`src/rtl/mbus_pkg.sv`:
```
package mbus_pkg;

    localparam int BUS_ADDR_W = 16;
    localparam int BUS_DATA_W = 8;

    typedef enum logic [1:0] {
        ACC_FETCH = 2'd0,
        ACC_READ  = 2'd1,
        ACC_WRITE = 2'd2,
        ACC_NONE  = 2'd3
    } acc_kind_t;

    typedef enum logic [2:0] {
        ST_IDLE    = 3'd0,
        ST_ADDR    = 3'd1,
        ST_HOLD    = 3'd2,
        ST_ACCESS  = 3'd3,
        ST_RECOVER = 3'd4,
        ST_ONCHIP  = 3'd5
    } seq_state_t;

endpackage

```
`src/rtl/mbus_phase_timer.sv`:
```
module mbus_phase_timer #(
    parameter int CYC_LEN = 12,
    localparam int PH_W = $clog2(CYC_LEN)
) (
    input  logic            clk,
    input  logic            rst_n,
    input  logic            restart,
    input  logic            run,
    output logic [PH_W-1:0] ph,
    output logic            last
);

    localparam logic [PH_W-1:0] PH_LAST = PH_W'(CYC_LEN - 1);

    assign last = (ph == PH_LAST);

    always_ff @(posedge clk or negedge rst_n) begin
        if (!rst_n) begin
            ph <= '0;
        end else if (restart) begin
            ph <= '0;
        end else if (run) begin
            ph <= last ? '0 : ph + 1'b1;
        end
    end

    // the phase never leaves the machine cycle
    p_phase_range_r2: assert property (@(posedge clk) disable iff (!rst_n)
        ph <= PH_LAST);

endmodule

```
`src/rtl/mbus_src_select.sv`:
```
module mbus_src_select
    import mbus_pkg::*;
#(
    parameter int ADDR_W       = 16,
    parameter int ONCHIP_LIMIT = 4096
) (
    input  acc_kind_t          kind,
    input  logic [ADDR_W-1:0]  pc,
    input  logic [ADDR_W-1:0]  dptr,
    input  logic               onchip_code_en,
    output logic               use_onchip,
    output logic [ADDR_W-1:0]  sel_addr
);

    localparam logic [ADDR_W:0] LIMIT = (ADDR_W+1)'(ONCHIP_LIMIT);

    logic below_limit;

    always_comb begin
        below_limit = ({1'b0, pc} < LIMIT);
        use_onchip  = (kind == ACC_FETCH) && onchip_code_en && below_limit;
        sel_addr    = (kind == ACC_FETCH) ? pc : dptr;
    end

endmodule

```
`src/rtl/mbus_pin_drive.sv`:
```
module mbus_pin_drive
    import mbus_pkg::*;
#(
    parameter int ADDR_W   = 16,
    parameter int DATA_W   = 8,
    parameter int PH_W     = 4,
    parameter int PSEN_BEG = 3,
    parameter int PSEN_END = 5,
    parameter int STB_BEG  = 5,
    parameter int STB_END  = 10,
    parameter int WD_BEG   = 4
) (
    input  logic               clk,
    input  logic               rst_n,
    input  seq_state_t         state,
    input  acc_kind_t          kind,
    input  logic [PH_W-1:0]    ph,
    input  logic [ADDR_W-1:0]  addr,
    input  logic [DATA_W-1:0]  wdata,
    output logic               ale,
    output logic               psen_n,
    output logic               rd_n,
    output logic               wr_n,
    output logic [DATA_W-1:0]  p0_out,
    output logic               p0_oe,
    output logic [ADDR_W-DATA_W-1:0] p2_out,
    output logic               rom_en
);

    localparam logic [PH_W-1:0] PS_B = PH_W'(PSEN_BEG);
    localparam logic [PH_W-1:0] PS_E = PH_W'(PSEN_END);
    localparam logic [PH_W-1:0] ST_B = PH_W'(STB_BEG);
    localparam logic [PH_W-1:0] ST_E = PH_W'(STB_END);
    localparam logic [PH_W-1:0] WD_B = PH_W'(WD_BEG);

    logic in_psen_win;
    logic in_stb_win;
    logic addr_phase;
    logic wr_drive;
    logic on_bus;

    always_comb begin
        in_psen_win = (ph >= PS_B) && (ph <= PS_E);
        in_stb_win  = (ph >= ST_B) && (ph <= ST_E);
        addr_phase  = (state == ST_ADDR) || (state == ST_HOLD);
        on_bus      = (state != ST_IDLE) && (state != ST_ONCHIP);
        wr_drive    = (kind == ACC_WRITE) &&
                      (((state == ST_ACCESS) && (ph >= WD_B)) || (state == ST_RECOVER));

        ale    = (state == ST_ADDR);
        psen_n = !((state == ST_ACCESS) && (kind == ACC_FETCH) && in_psen_win);
        rd_n   = !((state == ST_ACCESS) && (kind == ACC_READ)  && in_stb_win);
        wr_n   = !((state == ST_ACCESS) && (kind == ACC_WRITE) && in_stb_win);
        p0_oe  = addr_phase || wr_drive;
        if (addr_phase) begin
            p0_out = addr[DATA_W-1:0];
        end else if (wr_drive) begin
            p0_out = wdata;
        end else begin
            p0_out = '0;
        end
        p2_out = on_bus ? addr[ADDR_W-1:DATA_W] : '0;
        rom_en = (state == ST_ONCHIP);
    end

    // the low port is released whenever a device may drive it
    p_no_contention_r9: assert property (@(posedge clk) disable iff (!rst_n)
        (!psen_n || !rd_n) |-> !p0_oe);

    // strobes are mutually exclusive
    p_one_strobe_r9: assert property (@(posedge clk) disable iff (!rst_n)
        $countones({!psen_n, !rd_n, !wr_n}) <= 1);

    // latch enable never overlaps a strobe
    p_ale_apart_r3: assert property (@(posedge clk) disable iff (!rst_n)
        ale |-> (psen_n && rd_n && wr_n));

endmodule

```
`src/rtl/mbus_sequencer.sv`:
```
module mbus_sequencer
    import mbus_pkg::*;
#(
    parameter int ADDR_W       = BUS_ADDR_W,
    parameter int DATA_W       = BUS_DATA_W,
    parameter int ONCHIP_LIMIT = 4096,
    parameter int ALE_LEN      = 2,
    parameter int PSEN_LEN     = 3,
    parameter int STB_LEN      = 6
) (
    input  logic                     clk,
    input  logic                     rst_n,
    input  logic                     acc_start,
    input  logic [1:0]               acc_kind,
    input  logic [ADDR_W-1:0]        pc,
    input  logic [ADDR_W-1:0]        dptr,
    input  logic [DATA_W-1:0]        wdata,
    input  logic                     onchip_code_en,
    input  logic [DATA_W-1:0]        rom_rdata,
    input  logic [DATA_W-1:0]        p0_in,
    output logic [DATA_W-1:0]        p0_out,
    output logic                     p0_oe,
    output logic [ADDR_W-DATA_W-1:0] p2_out,
    output logic                     ale,
    output logic                     psen_n,
    output logic                     rd_n,
    output logic                     wr_n,
    output logic                     rom_en,
    output logic [DATA_W-1:0]        rdata,
    output logic                     done
);

    localparam int ALE_END  = ALE_LEN - 1;
    localparam int PSEN_BEG = ALE_LEN + 1;
    localparam int PSEN_END = PSEN_BEG + PSEN_LEN - 1;
    localparam int STB_BEG  = ALE_LEN + 3;
    localparam int STB_END  = STB_BEG + STB_LEN - 1;
    localparam int WD_BEG   = STB_BEG - 1;
    localparam int CYC_LEN  = STB_END + 2;
    localparam int PH_W     = $clog2(CYC_LEN);

    localparam logic [PH_W-1:0] PH_ALE_END  = PH_W'(ALE_END);
    localparam logic [PH_W-1:0] PH_PSEN_END = PH_W'(PSEN_END);
    localparam logic [PH_W-1:0] PH_STB_END  = PH_W'(STB_END);

    seq_state_t          state_q, state_d;
    acc_kind_t           kind_in, kind_q;
    logic [ADDR_W-1:0]   addr_q;
    logic [DATA_W-1:0]   wdata_q;
    logic [PH_W-1:0]     ph;
    logic                ph_last;
    logic                use_onchip;
    logic [ADDR_W-1:0]   sel_addr;
    logic                accept;
    seq_state_t          launch_state;

    assign kind_in = acc_kind_t'(acc_kind);

    mbus_src_select #(
        .ADDR_W       (ADDR_W),
        .ONCHIP_LIMIT (ONCHIP_LIMIT)
    ) u_src (
        .kind           (kind_in),
        .pc             (pc),
        .dptr           (dptr),
        .onchip_code_en (onchip_code_en),
        .use_onchip     (use_onchip),
        .sel_addr       (sel_addr)
    );

    mbus_phase_timer #(
        .CYC_LEN (CYC_LEN)
    ) u_timer (
        .clk     (clk),
        .rst_n   (rst_n),
        .restart (accept),
        .run     (state_q != ST_IDLE),
        .ph      (ph),
        .last    (ph_last)
    );

    assign accept = acc_start &&
                    ((state_q == ST_IDLE) ||
                     (((state_q == ST_RECOVER) || (state_q == ST_ONCHIP)) && ph_last));
    assign launch_state = use_onchip ? ST_ONCHIP : ST_ADDR;

    always_comb begin
        state_d = state_q;
        unique case (state_q)
            ST_IDLE:    state_d = accept ? launch_state : ST_IDLE;
            ST_ADDR:    state_d = (ph == PH_ALE_END) ? ST_HOLD : ST_ADDR;
            ST_HOLD:    state_d = ST_ACCESS;
            ST_ACCESS:  state_d = (ph == PH_STB_END) ? ST_RECOVER : ST_ACCESS;
            ST_RECOVER: state_d = accept ? launch_state : ST_IDLE;
            ST_ONCHIP:  state_d = ph_last ? (accept ? launch_state : ST_IDLE) : ST_ONCHIP;
            default:    state_d = ST_IDLE;
        endcase
    end

    always_ff @(posedge clk or negedge rst_n) begin
        if (!rst_n) begin
            state_q <= ST_IDLE;
            kind_q  <= ACC_FETCH;
            addr_q  <= '0;
            wdata_q <= '0;
        end else begin
            state_q <= state_d;
            if (accept) begin
                kind_q  <= kind_in;
                addr_q  <= sel_addr;
                wdata_q <= wdata;
            end
        end
    end

    always_ff @(posedge clk or negedge rst_n) begin
        if (!rst_n) begin
            rdata <= '0;
        end else begin
            unique case (state_q)
                ST_ACCESS: begin
                    if (kind_q == ACC_FETCH && ph == PH_PSEN_END) rdata <= p0_in;
                    if (kind_q == ACC_READ  && ph == PH_STB_END)  rdata <= p0_in;
                end
                ST_ONCHIP: begin
                    if (ph == PH_PSEN_END) rdata <= rom_rdata;
                end
                default: ;
            endcase
        end
    end

    assign done = (state_q == ST_RECOVER) || ((state_q == ST_ONCHIP) && ph_last);

    mbus_pin_drive #(
        .ADDR_W   (ADDR_W),
        .DATA_W   (DATA_W),
        .PH_W     (PH_W),
        .PSEN_BEG (PSEN_BEG),
        .PSEN_END (PSEN_END),
        .STB_BEG  (STB_BEG),
        .STB_END  (STB_END),
        .WD_BEG   (WD_BEG)
    ) u_pins (
        .clk    (clk),
        .rst_n  (rst_n),
        .state  (state_q),
        .kind   (kind_q),
        .ph     (ph),
        .addr   (addr_q),
        .wdata  (wdata_q),
        .ale    (ale),
        .psen_n (psen_n),
        .rd_n   (rd_n),
        .wr_n   (wr_n),
        .p0_out (p0_out),
        .p0_oe  (p0_oe),
        .p2_out (p2_out),
        .rom_en (rom_en)
    );

    // only defined access kinds are requested
    p_kind_legal_r2: assert property (@(posedge clk) disable iff (!rst_n)
        acc_start |-> (acc_kind != 2'd3));

    // done is a single-clock pulse
    p_done_single_r11: assert property (@(posedge clk) disable iff (!rst_n)
        done |=> !done);

    // address still driven in the phase after latch enable falls
    p_addr_hold_r4: assert property (@(posedge clk) disable iff (!rst_n)
        $fell(ale) |-> p0_oe);

    // write data held in the phase after the write strobe rises
    p_wdata_hold_r8: assert property (@(posedge clk) disable iff (!rst_n)
        $rose(wr_n) |-> p0_oe);

    // latch enable rises only after both data strobes were already high
    p_ale_after_strobe_r7: assert property (@(posedge clk) disable iff (!rst_n)
        $rose(ale) |-> ($past(rd_n) && $past(wr_n)));

    // an on-chip fetch leaves the bus quiet
    p_onchip_quiet_r10: assert property (@(posedge clk) disable iff (!rst_n)
        rom_en |-> (!ale && psen_n && rd_n && wr_n && !p0_oe));

endmodule

```
`config.mk`:
```
export PLATFORM = sky130hd
export DESIGN_NAME = mbus_sequencer
export DESIGN_NICKNAME = d
export VERILOG_FILES = /design/src/rtl/mbus_pkg.sv /design/src/rtl/mbus_phase_timer.sv /design/src/rtl/mbus_src_select.sv /design/src/rtl/mbus_pin_drive.sv /design/src/rtl/mbus_sequencer.sv
export SDC_FILE = /design/constraint.sdc
export NUM_CORES = 1
export LEC_CHECK = 0
export BUFFER_PORTS_ARGS = -buffer_cell sky130_fd_sc_hd__buf_2
export CELL_PAD_IN_SITES_DETAIL_PLACEMENT = 1
export CELL_PAD_IN_SITES_GLOBAL_PLACEMENT = 1
export CORE_UTILIZATION = 40
export CTS_CLUSTER_SIZE = 20
export DETAILED_ROUTE_END_ITERATION = 10
export PLACE_DENSITY = 0.95
export SKIP_LAST_GASP = 1
export SLEW_MARGIN = 20
export SYNTH_ARGS = -nofsm -noshare
export SYNTH_HDL_FRONTEND = slang
export SYNTH_SLANG_ARGS = --single-unit
```
`constraint.sdc`:
```
create_clock -name clk -period 2.6 [get_ports clk]
set_input_delay 0.65 -clock clk [delete_from_list [all_inputs] [get_ports clk]]
set_output_delay 0.65 -clock clk [all_outputs]
set_load 0.05 [all_outputs]
```
==> run_results.csv <==
group,metric,value,unit
status,status,"finished clean",
setup_path,worst_setup_path_end_kind,"output port",
setup_path,crit_fanout,10,
placed_design,io_buffers,92,
floorplan,ios,93,
finish,final_nets,394,
logic_synthesis,synthTopCellsByArea,"dfrtp_1 42%, mux2i_1 11%, mux2_2 8.3%",
floorplan,die_area,6450,sq um
logic_synthesis,synthAdderAreaFrac,0.0204,
timing,max_slew.worst_pin.slew,0.947,ns
drt,drc_errors,0,
clock_tree,cts_tree,"built",
clock_tree,clock-root-buffer,"clkbuf_8",
power_and_ir_drop,swShare,0.535,
timing,fmax,385,MHz
drt,drt_iter0_markers,142,
setup_path,slowest_delay,0.48,ns
timing,slew_headroom,0.369,
logic_synthesis,synth.distinct_cells,46,
logic_synthesis,synth_area,2450,sq um
logic_synthesis,seq_area_frac_synth,0.418,
clock_tree,cts.reportedPaths.clkPinSlew,0.09,ns
logic_synthesis,ys_seq_elements,41,
min_path,hold_path.class,"in -> async",
placed_design,place_hpwl,5170,microns
power_and_ir_drop,p_int,0.00206,W
power_and_ir_drop,power.leakage,1.48,nW
clock_tree,cts.htree.levels,2,
logic_synthesis,yosys-mux-area-fraction,0.238,
global_routing,grt_pass1_vias,2337,
setup_path,r2r_slack,0.30,ns
clock_tree,numCtsBuffers,5,
logic_synthesis,synth-edff-count,0,
timing,setup_viol,0,
clock_tree,cts_sinks,41,
placed_design,dp_cells,390,
setup_path,worst_ep_arrival_time,1.95,ns
global_routing,grt_pass1_wl,11200,microns
power_and_ir_drop,clockPowerShare,0.097,
logic_synthesis,synth_cells,230,
drt,vias,2215,
finish,multi_input_area,1340,sq um
logic_synthesis,synth_nets,296,
logic_synthesis,synth-simple-area-share,0.162,
floorplan,core-area,5920,sq um
logic_synthesis,yosys.area.top_type,"dfrtp_1",
power_and_ir_drop,comb_power_share,0.620,
drt,detail_route.first_pass.iterations,4,
clock_tree,cts_buffer_depth,2,
logic_synthesis,synth_xor_area_frac,0.00357,
floorplan,start_util,0.415,
finish,fin_cells,404,
timing,fin_crit_sh,0.999,
power_and_ir_drop,pwr-share-seq,0.282,
global_routing,grt_usage,0.229,
global_routing,overflow,0,
placed_design,post-place-ws,0.110,ns
global_routing,grt_max_degree,42,
setup_path,crit_chain,"buf_4, nor2_2, o2bb2ai_2, a21oi_2, nor2_1, buf_2",
timing,clock_skew,0.00855,ns
finish,seqCellArea,1030,sq um
timing,rsz0062_at_grt,"yes",
drt,wl_per_cell,20.0,microns
global_routing,antenna_found_initial,0,
placed_design,post_dp_cell_area,2940,sq um
timing,setup_ws,0.00329,ns
setup_path,criticalPathCategory,"reg -> out",
floorplan,core.rowCount,28,
drt,wl,8070,microns
setup_path,cp_slowest_cell,"dfrtp_2",
setup_path,cp.required,1.95,ns
logic_synthesis,synth_compound_area_frac,0.104,
job,drv_cap,0,
finish,fin_util,0.529,
setup_path,cp-start-kind,"flop",
floorplan,die_w,80.3,microns
finish,nFillCells,679,
timing,post-route-min-period,2.60,ns
timing,drv_slew,0,
placed_design,place_congestion,0.877,
logic_synthesis,synth_top_family_by_area,"multiplexers",
finish,area_delta_synth_final,27.7,%
logic_synthesis,avgSynthCellArea,10.7,sq um
floorplan,die_y,80.3,microns
power_and_ir_drop,power.density,1410,nW/um^2
timing,finalHoldViolCount,0,
power_and_ir_drop,switchingPower,0.00237,W
finish,drive_gt1_frac,0.471,
clock_tree,ctsHoldBuffers,0,
logic_synthesis,yosysWarnings,0,
logic_synthesis,synth_top_area_frac,0.418,
power_and_ir_drop,peakVddDrop,0.886,mV
logic_synthesis,async_flop_share,1.00,
finish,antenna_cells,0,
logic_synthesis,synthFlopType,"dfrtp_1",
clock_tree,clk-insertion-delay-late,0.31,ns
drt,antenna_left,0,
finish,fin_area,3130,sq um
drt,viasPerCell,5.48,
[Yosys cell counts (3+ instances only)]
| library cell | number |
|---|---|
| dfrtp_1 | 41 |
| nor2_1 | 33 |
| mux2i_1 | 26 |
| a21oi_1 | 22 |
| mux2_2 | 18 |
| and2_1 | 8 |
| mux2_4 | 8 |
| inv_1 | 6 |
| nand2_1 | 6 |
| buf_6 | 5 |
| buf_2 | 4 |
| ha_1 | 4 |
| nor2b_1 | 4 |
| nand2b_1 | 3 |
| nand3b_1 | 3 |
| nand4_1 | 3 |
| o21ai_0 | 3 |
[placed cells by master, fill, tap and decap left out, drive strengths merged, types with 2 or more instances in the layout]
| master | synthesis | routed |
|---|---|---|
| a21oi | 23 | 24 |
| a32oi | 2 | 2 |
| and2 | 8 | 8 |
| buf | 12 | 99 |
| clkbuf | 0 | 10 |
| dfrtp | 41 | 41 |
| ha | 4 | 4 |
| inv | 7 | 7 |
| mux2 | 26 | 26 |
| mux2i | 26 | 26 |
| nand2 | 6 | 6 |
| nand2b | 3 | 3 |
| nand3b | 4 | 4 |
| nand4 | 3 | 3 |
| nor2 | 35 | 35 |
| nor2b | 5 | 5 |
| nor3 | 2 | 2 |
| nor4 | 2 | 2 |
| o21ai | 4 | 4 |
[kinds of logic (layout without fill, tap and decap cells)]
| group | count (synthesis) | after routing |
|---|---|---|
| muxes | 52 | 52 |
| adders and majority gates | 4 | 4 |
| and+or+nand+nor | 74 | 74 |
| AOI/OAI and AO/OA | 39 | 40 |
| buffers and inverters | 19 | 117 |
| xor gates and xnor gates | 1 | 1 |
| DFF | 41 | 41 |
[routing by layer]
layer	part of all wire	track usage
met5	0	0
met4	0.043	0.114
met3	0.050	0.0477
met2	0.52	0.417
met1	0.38	0.248
[path summary, 6_finish.rpt]
check,start,depth (start not counted),end
min reg2reg,rdata[5],1,rdata[5]
max in group asynchronous,rst_n,1,state_q[1]
max,state_q[1],6,p0_out[1]
min,rst_n,1,addr_q[9]
max reg2reg,u_timer.ph[1],6,addr_q[6]
min in group clk,rdata[5],1,rdata[5]
[sequential cells by signal, indices dropped and copies added (netlist names)]
signal / count
kind_q: 2
rdata: 8
state_q: 3
addr_q: 16
u_timer.ph: 4
wdata_q: 8
[critical path, delay by kind of cell (launching register included)]
family                 cells  cell delay, ns
DFF                        1            0.48
and+or+nand+nor            2            0.34
AOI/OAI and AO/OA          2            0.36
buffers and inverters      2            0.47
[per-stage QoR]
stage,total power (W),hold slack (ns),TNS (ns)
4_1_cts,0.00421,0.516,0
6_report,0.00443,0.477,0
5_1_grt,0.00464,0.531,-0.452
3_5_place_dp,0.00373,0.494,0
3_3_place_gp,0.00361,0.487,0
2_1_floorplan,0.00314,0.354,0
[area by class of cell]
type,count,area share
clock buffer,7,0.0244
clock inverter,1,0.00240
inverter,7,0.00838
multi-input combinational,171,0.429
sequential,41,0.329
tap,75,0.0299
timing repair buffer,102,0.177
[power groups by stage]
stage | combinational, W | sequential, W | clock, W
6_report | 0.00275 | 0.00125 | 0.000431
5_1_grt | 0.00290 | 0.00128 | 0.000456
4_1_cts | 0.00256 | 0.00122 | 0.000429
3_5_place_dp | 0.00251 | 0.00122 | 0
3_3_place_gp | 0.00241 | 0.00120 | 0
2_1_floorplan | 0.00181 | 0.00133 | 0
[what timing repair did]
item | CTS | global route
resized for setup | 6 | 9
pin swaps | 0 | 1
gates cloned | 0 | 1
endpoints found under the setup margin | 17 | 18
setup buffers | 0 | 5
No activity file was read; power rests on OpenSTA's default activity.
